==> src/rtl/seg_xlate_pkg.sv <==
package seg_xlate_pkg;

    localparam int SEG_W   = 16;
    localparam int OFF_W   = 16;
    localparam int PA_W    = 32;
    localparam int LIM_W   = 20;
    localparam int DT_DEP  = 8;
    localparam int DT_IW   = $clog2(DT_DEP);

    typedef enum logic [1:0] {
        SR_CODE  = 2'd0,
        SR_DATA  = 2'd1,
        SR_STACK = 2'd2,
        SR_EXTRA = 2'd3
    } sreg_e;

    typedef struct packed {
        logic [PA_W-1:0]  base;
        logic [LIM_W-1:0] limit;
    } desc_t;

    typedef struct packed {
        logic            valid;
        logic [PA_W-1:0] addr;
        logic [1:0]      rpl;
        logic            idx_fault;
        logic            lim_fault;
    } rsp_t;

endpackage

==> src/rtl/sx_seg_file.sv <==
module sx_seg_file #(
    parameter int          SEG_W    = 16,
    parameter int          NSEG     = 4,
    parameter logic [15:0] RESET_CS = 16'hF000
) (
    input  logic                     clk,
    input  logic                     rst_n,
    input  logic                     we_i,
    input  logic [$clog2(NSEG)-1:0]  wsel_i,
    input  logic [SEG_W-1:0]         wdata_i,
    input  logic [$clog2(NSEG)-1:0]  rsel_i,
    output logic [SEG_W-1:0]         rdata_o
);
    logic [NSEG-1:0][SEG_W-1:0] seg_d, seg_q;

    always_comb begin
        seg_d = seg_q;
        if (we_i) begin
            seg_d[wsel_i] = wdata_i;
        end
    end

    always_ff @(posedge clk or negedge rst_n) begin
        if (!rst_n) begin
            seg_q    <= '0;
            seg_q[0] <= SEG_W'(RESET_CS);
        end else begin
            seg_q <= seg_d;
        end
    end

    assign rdata_o = seg_q[rsel_i];

    // a write lands in the addressed register on the next edge
    assert_seg_write_R10: assert property (@(posedge clk) disable iff (!rst_n)
        we_i |=> seg_q[$past(wsel_i)] == $past(wdata_i));

endmodule

==> src/rtl/sx_desc_table.sv <==
module sx_desc_table
    import seg_xlate_pkg::*;
#(
    parameter int DEPTH = 8,
    parameter int IW    = $clog2(DEPTH)
) (
    input  logic          clk,
    input  logic          rst_n,
    input  logic          we_i,
    input  logic [IW-1:0] widx_i,
    input  desc_t         wdesc_i,
    input  logic [IW-1:0] ridx_i,
    output desc_t         rdesc_o
);
    desc_t ent_d [DEPTH];
    desc_t ent_q [DEPTH];

    always_comb begin
        for (int i = 0; i < DEPTH; i++) begin
            ent_d[i] = ent_q[i];
        end
        if (we_i) begin
            ent_d[widx_i] = wdesc_i;
        end
    end

    always_ff @(posedge clk or negedge rst_n) begin
        if (!rst_n) begin
            for (int i = 0; i < DEPTH; i++) begin
                ent_q[i] <= '0;
            end
        end else begin
            for (int i = 0; i < DEPTH; i++) begin
                ent_q[i] <= ent_d[i];
            end
        end
    end

    assign rdesc_o = ent_q[ridx_i];

    // a loaded descriptor is held from the next edge
    assert_desc_load_R10: assert property (@(posedge clk) disable iff (!rst_n)
        we_i |=> ent_q[$past(widx_i)] == $past(wdesc_i));

endmodule

==> src/rtl/sx_addr_calc.sv <==
module sx_addr_calc
    import seg_xlate_pkg::*;
#(
    parameter int SEG_W = 16,
    parameter int OFF_W = 16,
    parameter int PA_W  = 32,
    parameter int LIM_W = 20,
    parameter int DEPTH = 8
) (
    input  logic             prot_i,
    input  logic             a20m_i,
    input  logic [SEG_W-1:0] seg_i,
    input  logic [OFF_W-1:0] off_i,
    input  desc_t            desc_i,
    output logic [PA_W-1:0]  addr_o,
    output logic [1:0]       rpl_o,
    output logic             idx_fault_o,
    output logic             lim_fault_o
);
    localparam int REAL_W = SEG_W + 4 + 1;
    localparam int WRAP_B = SEG_W + 4;
    localparam int SIX_W  = SEG_W - 3;

    localparam logic [SIX_W-1:0] DEPTH_V = SIX_W'(DEPTH);

    logic [REAL_W-1:0] real_sum;
    logic [SIX_W-1:0]  sel_idx;
    logic [LIM_W-1:0]  off_lim;
    logic [PA_W-1:0]   prot_sum;

    always_comb begin
        real_sum = REAL_W'({seg_i, 4'h0}) + REAL_W'(off_i);
        if (a20m_i) begin
            real_sum[WRAP_B] = 1'b0;
        end
        sel_idx  = seg_i[SEG_W-1:3];
        off_lim  = LIM_W'(off_i);
        prot_sum = desc_i.base + PA_W'(off_i);

        addr_o      = '0;
        rpl_o       = 2'b00;
        idx_fault_o = 1'b0;
        lim_fault_o = 1'b0;
        if (!prot_i) begin
            addr_o = PA_W'(real_sum);
        end else begin
            rpl_o = seg_i[1:0];
            if (sel_idx >= DEPTH_V) begin
                idx_fault_o = 1'b1;
            end else if (off_lim > desc_i.limit) begin
                lim_fault_o = 1'b1;
            end else begin
                addr_o = prot_sum;
            end
        end
    end

endmodule

==> src/rtl/seg_xlate_top.sv <==
module seg_xlate_top
    import seg_xlate_pkg::*;
#(
    parameter int          SEG_W    = seg_xlate_pkg::SEG_W,
    parameter int          OFF_W    = seg_xlate_pkg::OFF_W,
    parameter int          PA_W     = seg_xlate_pkg::PA_W,
    parameter int          LIM_W    = seg_xlate_pkg::LIM_W,
    parameter int          DT_DEP   = seg_xlate_pkg::DT_DEP,
    parameter logic [15:0] RESET_CS = 16'hF000
) (
    input  logic              clk,
    input  logic              rst_n,
    input  logic              cfg_we_i,
    input  logic              cfg_prot_i,
    input  logic              cfg_a20m_i,
    input  logic              sreg_we_i,
    input  logic [1:0]        sreg_sel_i,
    input  logic [SEG_W-1:0]  sreg_wdata_i,
    input  logic              dt_we_i,
    input  logic              dt_tbl_i,
    input  logic [2:0]        dt_idx_i,
    input  logic [PA_W-1:0]   dt_base_i,
    input  logic [LIM_W-1:0]  dt_limit_i,
    input  logic              req_valid_i,
    input  logic [1:0]        req_sreg_i,
    input  logic [OFF_W-1:0]  req_off_i,
    output logic              rsp_valid_o,
    output logic [PA_W-1:0]   rsp_addr_o,
    output logic [1:0]        rsp_rpl_o,
    output logic              rsp_idx_fault_o,
    output logic              rsp_lim_fault_o
);
    localparam int IW     = $clog2(DT_DEP);
    localparam int NTBL   = 2;
    localparam int SIX_W  = SEG_W - 3;
    localparam logic [SIX_W-1:0] DEPTH_V = SIX_W'(DT_DEP);

    typedef struct packed {
        logic prot;
        logic a20m;
        rsp_t rsp;
    } state_t;

    state_t st_d, st_q;

    logic [SEG_W-1:0] seg_rd;
    desc_t            tbl_rd [NTBL];
    desc_t            desc_sel;
    desc_t            wdesc;
    logic [IW-1:0]    ridx;
    logic [PA_W-1:0]  c_addr;
    logic [1:0]       c_rpl;
    logic             c_idxf, c_limf;

    sx_seg_file #(
        .SEG_W    (SEG_W),
        .NSEG     (4),
        .RESET_CS (RESET_CS)
    ) u_segs (
        .clk     (clk),
        .rst_n   (rst_n),
        .we_i    (sreg_we_i),
        .wsel_i  (sreg_sel_i),
        .wdata_i (sreg_wdata_i),
        .rsel_i  (req_sreg_i),
        .rdata_o (seg_rd)
    );

    assign wdesc = '{base: dt_base_i, limit: dt_limit_i};
    assign ridx  = seg_rd[3 +: IW];

    for (genvar t = 0; t < NTBL; t++) begin : g_tbl
        logic tbl_we;
        assign tbl_we = dt_we_i && (dt_tbl_i == t[0]);
        sx_desc_table #(
            .DEPTH (DT_DEP),
            .IW    (IW)
        ) u_tbl (
            .clk     (clk),
            .rst_n   (rst_n),
            .we_i    (tbl_we),
            .widx_i  (dt_idx_i[IW-1:0]),
            .wdesc_i (wdesc),
            .ridx_i  (ridx),
            .rdesc_o (tbl_rd[t])
        );
    end

    assign desc_sel = tbl_rd[seg_rd[2]];

    sx_addr_calc #(
        .SEG_W (SEG_W),
        .OFF_W (OFF_W),
        .PA_W  (PA_W),
        .LIM_W (LIM_W),
        .DEPTH (DT_DEP)
    ) u_calc (
        .prot_i      (st_q.prot),
        .a20m_i      (st_q.a20m),
        .seg_i       (seg_rd),
        .off_i       (req_off_i),
        .desc_i      (desc_sel),
        .addr_o      (c_addr),
        .rpl_o       (c_rpl),
        .idx_fault_o (c_idxf),
        .lim_fault_o (c_limf)
    );

    always_comb begin
        st_d     = st_q;
        st_d.rsp = '0;
        if (cfg_we_i) begin
            st_d.prot = cfg_prot_i;
            st_d.a20m = cfg_a20m_i;
        end
        if (req_valid_i) begin
            st_d.rsp.valid     = 1'b1;
            st_d.rsp.addr      = c_addr;
            st_d.rsp.rpl       = c_rpl;
            st_d.rsp.idx_fault = c_idxf;
            st_d.rsp.lim_fault = c_limf;
        end
    end

    always_ff @(posedge clk or negedge rst_n) begin
        if (!rst_n) begin
            st_q <= '0;
        end else begin
            st_q <= st_d;
        end
    end

    assign rsp_valid_o     = st_q.rsp.valid;
    assign rsp_addr_o      = st_q.rsp.addr;
    assign rsp_rpl_o       = st_q.rsp.rpl;
    assign rsp_idx_fault_o = st_q.rsp.idx_fault;
    assign rsp_lim_fault_o = st_q.rsp.lim_fault;

    assert_rsp_follows_req_R9: assert property (@(posedge clk) disable iff (!rst_n)
        req_valid_i |=> rsp_valid_o);

    assert_rsp_needs_req_R9: assert property (@(posedge clk) disable iff (!rst_n)
        rsp_valid_o |-> $past(req_valid_i));

    assert_idle_quiet_R9: assert property (@(posedge clk) disable iff (!rst_n)
        !rsp_valid_o |-> (rsp_addr_o == '0 && rsp_rpl_o == 2'b00
                          && !rsp_idx_fault_o && !rsp_lim_fault_o));

    assert_real_clean_R2: assert property (@(posedge clk) disable iff (!rst_n)
        (req_valid_i && !st_q.prot) |=> (!rsp_idx_fault_o && !rsp_lim_fault_o
            && rsp_rpl_o == 2'b00 && rsp_addr_o[PA_W-1:SEG_W+5] == '0));

    assert_a20_wrap_R3: assert property (@(posedge clk) disable iff (!rst_n)
        (req_valid_i && !st_q.prot && st_q.a20m) |=> !rsp_addr_o[SEG_W+4]);

    assert_rpl_pass_R5: assert property (@(posedge clk) disable iff (!rst_n)
        (req_valid_i && st_q.prot) |=> rsp_rpl_o == $past(seg_rd[1:0]));

    assert_idx_range_R7: assert property (@(posedge clk) disable iff (!rst_n)
        (req_valid_i && st_q.prot && seg_rd[SEG_W-1:3] >= DEPTH_V) |=> rsp_idx_fault_o);

    assert_fault_zero_R8: assert property (@(posedge clk) disable iff (!rst_n)
        (rsp_idx_fault_o || rsp_lim_fault_o) |-> rsp_addr_o == '0);

    assert_fault_excl_R11: assert property (@(posedge clk) disable iff (!rst_n)
        !(rsp_idx_fault_o && rsp_lim_fault_o));

endmodule

==> config.mk <==
export PLATFORM = sky130hd
export DESIGN_NAME = seg_xlate_top
export DESIGN_NICKNAME = d
export VERILOG_FILES = /design/src/rtl/seg_xlate_pkg.sv /design/src/rtl/sx_seg_file.sv /design/src/rtl/sx_desc_table.sv /design/src/rtl/sx_addr_calc.sv /design/src/rtl/seg_xlate_top.sv
export SDC_FILE = /design/constraint.sdc
export NUM_CORES = 2
export LEC_CHECK = 0
export ABC_AREA = 1
export BUFFER_PORTS_ARGS = -buffer_cell sky130_fd_sc_hd__buf_2
export CORE_ASPECT_RATIO = 0.7
export CORE_MARGIN = 1
export CORE_UTILIZATION = 55
export CTS_CLUSTER_DIAMETER = 120
export DETAILED_ROUTE_END_ITERATION = 6
export PLACE_DENSITY = 0.72
export SLEW_MARGIN = 20
export SYNTH_ARGS = -nofsm -noshare
export SYNTH_HDL_FRONTEND = slang
export SYNTH_SLANG_ARGS = --single-unit
==> constraint.sdc <==
create_clock -name clk -period 4.45 [get_ports clk]
set_input_delay 0.445 -clock clk [delete_from_list [all_inputs] [get_ports clk]]
set_output_delay 0.445 -clock clk [all_outputs]
set_load 0.1 [all_outputs]
; After elaboration in Yosys (flattened, before gate mapping)
; Index checks and enable logic that the tools add are counted.
[classes]
n_bitwise = 4
n_reduce_logical = 4
order_cmp = 9
add_sub_neg = 2
n_mux = 29
[op_table]
columns = cell, n
row1 = $bwmux W416, 2
row2 = $mux W52, 8
row3 = $bmux W52 S3, 2
row4 = $demux W52 S3, 1
row5 = $mux W32, 3
row6 = $bwmux W64, 1
row7 = $mux W37, 1
row8 = $add A32 B16 Y32, 1
row9 = $bmux W16 S2, 1
row10 = $demux W16 S2, 1
row11 = $mux W16, 2
row12 = $add A20 B16 Y21, 1
row13 = $gt A16 B20 Y1, 1
row14 = $ge A13 B4 Y1 const B, 1
row15 = $ge A4 B4 Y1 const B, 2
row16 = $not A3 Y4, 2
row17 = $lt A2 B3 Y1 const B, 2
row18 = $mux W1, 6
row19 = $logic_and A1 B1 Y1, 4
row20 = $lt A4 B1 Y1 const B, 1
row21 = $ge A2 B1 Y1 const B, 1
row22 = $ge A2 B2 Y1 const B, 1
row23 = $mux W2, 1
row24 = $not A1 Y2, 1
row25 = $not A1 Y1, 1
[word_totals]
in_bits = 100
wordCells = 91
out_inout_bits = 37
reg_bits = 935

; Depth between registers and ports, before layout
[logic_depth]
ltp_word = 14
mapped_depth = 29
mapped_depth_nobuf = 25

; Hierarchy
; A second synthesis with hierarchy kept.
[unflattened]
cells_unflattened = 7031
area_unflattened_um2 = 49433.7
[by_module_without_submodules]
columns = module, n_inst, area_per_inst_um2, cells_per_inst, seq_area_each_um2
row1 = sx_desc_table, 2, 20208.1, 2787, 10410.0
row2 = sx_seg_file, 1, 3458.3, 470, 1606.5
row3 = sx_addr_calc, 1, 3286.9, 659, 0.0
row4 = seg_xlate_top, 1, 2272.2, 328, 975.9

; Least setup slack after synthesis
; No wires, ideal clock.
[synth_path]
kind = input to register
start = input req_sreg_i[1]
end = register st_q, in the netlist rsp_addr_o[14]
cell_stages = 22
n_path_buf = 4
arrival_ps = 3852
path_slack_ps = 515
setup_ps = 83
t_required_ps = 4367
path_cell_list = inv_2 -> nand3_2 -> nand2_4 -> buf_4 -> buf_2 -> buf_2 -> clkbuf_1 -> o211ai_1 -> nand3_1 -> o311ai_0 -> nand2_1 -> inv_1 -> ha_1 -> fa_1 -> nand3_1 -> nand2_1 -> a21boi_0 -> o21ai_0 -> a21oi_1 -> o221ai_1 -> xnor2_1 -> o21ai_0
[synth_lines]
columns = element, line_no
row1 = from (decl), seg_xlate_top.sv:25  ; input logic [1:0] req_sreg_i,
row2 = to (signal assigned), seg_xlate_top.sv:129  ; st_q <= st_d;
row3 = to (decl), seg_xlate_top.sv:44  ; state_t st_d, st_q;

==> results.cfg <==
[final_layout]
nFillCells = 6612
drive_gt1_share_pct = 9.18
syn_to_final_growth_pct = 11.9
final_net_count = 5406
final_common_cell = nand2_1
multi_input_area_sq_um = 17100
register_area_sq_um = 23400
fin_util_pct = 62.8
mostFrequentLayoutCells = nand2_1, o21ai_0, dfrtp_1, inv_1, nand3_1

[sta]
min_period_over_period_pct = 91.0
timing.setup.tns_ns = 0
layout_min_cycle_time_ns = 4.05
max_slew_margin_pct = 30.0
rsz0062_at_grt = no
slew_viol_final = 0
hold_viol_final = 0
fin_ws_ns = 0.400
fin_hold_ws_ns = 0.0286
worstMarginPinSlew_ns = 1.05
fmax_mhz = 247
finalClockSkew_ns = 0.0267
setup_viol_count_final = 0

[detailed_routing]
drc = 0
drtIter0Drc = 4579
ant_nets = 0
num_vias = 37312
detail_route.wl_per_cell_um = 20.1
via_per_inst = 5.85
first_pass_iters = 6
totalWireLength_um = 128000

[pwr]
max-vdd-ir-drop_mv = 0.332
p_leak_nw = 22.9
power.density_nw_per_um2 = 518

[clock_network]
numClockSinks = 935
cts_buffers = 89
insertion_delay_ns = 0.68
cts.path.max_buffers = 3
post-cts-setup-buffers = 0
htreeDepth = 3
cts_tree = done
path_clk_slew_ns = 0.06
cts-root-buf = clkbuf_16

[setup_path]
crit_path_cell_trace = nand2_1, nand3_2, nand2_8, inv_8, buf_12, o21ai_0, o221ai_1, o311ai_0, nand2_1, inv_1, ha_1, nand2_1, o21ai_0, nand2_1, nand4_1, a21oi_1, nor2_1, nand3_1, nand2_1, inv_2, o21ai_0, a21oi_1
start_kind = flop
critPathMostFrequentCell = nand2_1
cp.arrival_ns = 4.57
reg2reg_depth = 22
cp.required_ns = 4.97
setup.worst_path.class = reg -> reg
cpPeakStageDelay_ns = 0.37
end_kind = flop
slowest_stage = dfrtp_1
path_buf_inv = 4
cp_max_fo = 67
crit_cells = 22
crit_family = simple AND/OR/NAND/NOR gates

[global_route]
grt_use_total_pct = 32.3
grt_util_met2_pct = 48.4
grt_use_met3_pct = 5.91
grt_pass1_vias = 34980
grt_pass1_wl_um = 204000
grt_use_met1_pct = 48.0
antenna_found_initial = 2
grt_overflow_total = 0
top_usage_layer = met2
grt_max_degree = 103

[yosys]
syn_inst = 5266
yosysSeqAreaShare_pct = 53.8
syn_area_per_cell_sq_um = 8.26
ys_types = 42
yosys.area.top_type_share_pct = 53.5
synth_area_leaders = dfrtp_1, o21ai_0, nand2_1
syn_nets = 5416
yosys_warnings = 0
yosys.area.top_type = dfrtp_1
ys_ff_latch = 935
syn-cell-area_sq_um = 43500

[floorplanning]
core_area_sq_um = 77500
row_count = 85
dieArea_sq_um = 80300
ioPinCount = 137
fp.dieH_um = 237
dieWidth_um = 338
initial_core_util_pct = 56.1

[place]
dp_slack_ns = 0.145
dp_hpwl_um = 79200
place.gp.congestion = 0.919
port_buffers = 136

[job]
drv_cap = 0

[hold_path]
hp-class = in -> reg
whs_path_depth = 3

[outcome]
status = finished clean
## sequential cells by signal, indices dropped and copies added (netlist names)
| name | flops |
|---|---|
| rsp_idx_fault_o | 1 |
| rsp_rpl_o | 2 |
| rsp_addr_o | 32 |
| st_q | 2 |
| rsp_valid_o | 1 |
| u_segs.seg_q | 64 |
| g_tbl.u_tbl.ent_q | 832 |
| rsp_lim_fault_o | 1 |
## worst register-to-register path: stages (launching register included)
cell and delay (ns):
dfrtp_1 0.37, nand2_1 0.08, nand3_2 0.13, nand2_8 0.17
inv_8 0.27, buf_12 0.29, o21ai_0 0.13, o221ai_1 0.19
o311ai_0 0.20, nand2_1 0.11, inv_1 0.04, ha_1 0.28
nand2_1 0.05, o21ai_0 0.34, nand2_1 0.10, nand4_1 0.11
a21oi_1 0.07, nor2_1 0.19, nand3_1 0.20, nand2_1 0.29
inv_2 0.15, o21ai_0 0.11, a21oi_1 0.06
## power breakdown
group	total (mW)	switching [mW]	internal [mW]
Combinational	5.99	3.92	2.07
Sequential	11.1	0.821	10.3
Clock	8.13	3.43	4.70
Total	25.2	8.16	17.0
## timing repair
action,CTS,global route
gates resized for setup,0,4
endpoints found under the hold margin,80,0
setup endpoints to repair,0,6
hold buffers,5,0
## final cells by class
cell class              instances  area share (%)
multi-input cells            3549            35.2
flip-flops and latches        935            48.1
well taps                    1044            2.68
clock buffers                 127            5.39
inverters                     384            2.99
repair buffers                297            4.68
clock inverters                35            1.01
diodes                          2          0.0103
## metal layers
metal	wire (um)	part of all wire [%]
met1	56700	44
met2	56200	44
met3	11900	9.3
met4	3210	2.5
met5	0	0
## metrics by stage
step	instances	total power [mW]	cell area, sq um
floorplan	5266	14.9	43500
global placement	6204	16.9	45500
detailed placement	6204	17.1	45500
CTS	6371	25.2	48700
global route	6372	26.6	48700
finish	6373	25.2	48700
## cells by family after synthesis
group	after synthesis	share of synthesized area (%)
simple gates	2035	19.0
flops	935	53.8
xor+xnor	15	0.302
fa+ha+maj	50	1.47
buf+inv	782	7.24
compound gates	1449	18.2
## path summary, 6_finish.rpt
path	start	endpoint	slack, ns
worst min register to register	g_tbl[1].u_tbl.ent_q[271]$_DFFE_PN0P_	g_tbl[1].u_tbl.ent_q[271]$_DFFE_PN0P_	0.48
worst min-delay path	dt_base_i[23]	g_tbl[1].u_tbl.ent_q[147]$_DFFE_PN0P_	0.03
min in group asynchronous	rst_n	g_tbl[1].u_tbl.ent_q[187]$_DFFE_PN0P_	0.44
max in group asynchronous	rst_n	g_tbl[0].u_tbl.ent_q[170]$_DFFE_PN0P_	2.74
worst max-delay path	u_segs.seg_q[51]$_DFFE_PN0P_	rsp_addr_o[22]$_DFF_PN0_	0.40
worst max register to register	u_segs.seg_q[51]$_DFFE_PN0P_	rsp_addr_o[22]$_DFF_PN0_	0.40
## synthesized netlist by cell type (all sizes together)
library cell and instances:
a211oi 21, a21boi 2, a21o 1, a21oi 234, a31oi 2, a32o 1
a32oi 10, and2 1, buf 125, clkbuf 273, dfrtp 931, dfstp 4
fa 2, ha 48, inv 384, nand2 1333, nand3 363, nand3b 2
nand4 19, nor2 265, nor3 34, nor4 12, o211ai 71, o21ai 1008
o221ai 47, o22ai 3, o311ai 48, o32ai 1, or2 6, xnor2 9
xor2 6
Power figures use the tool's default switching activity.
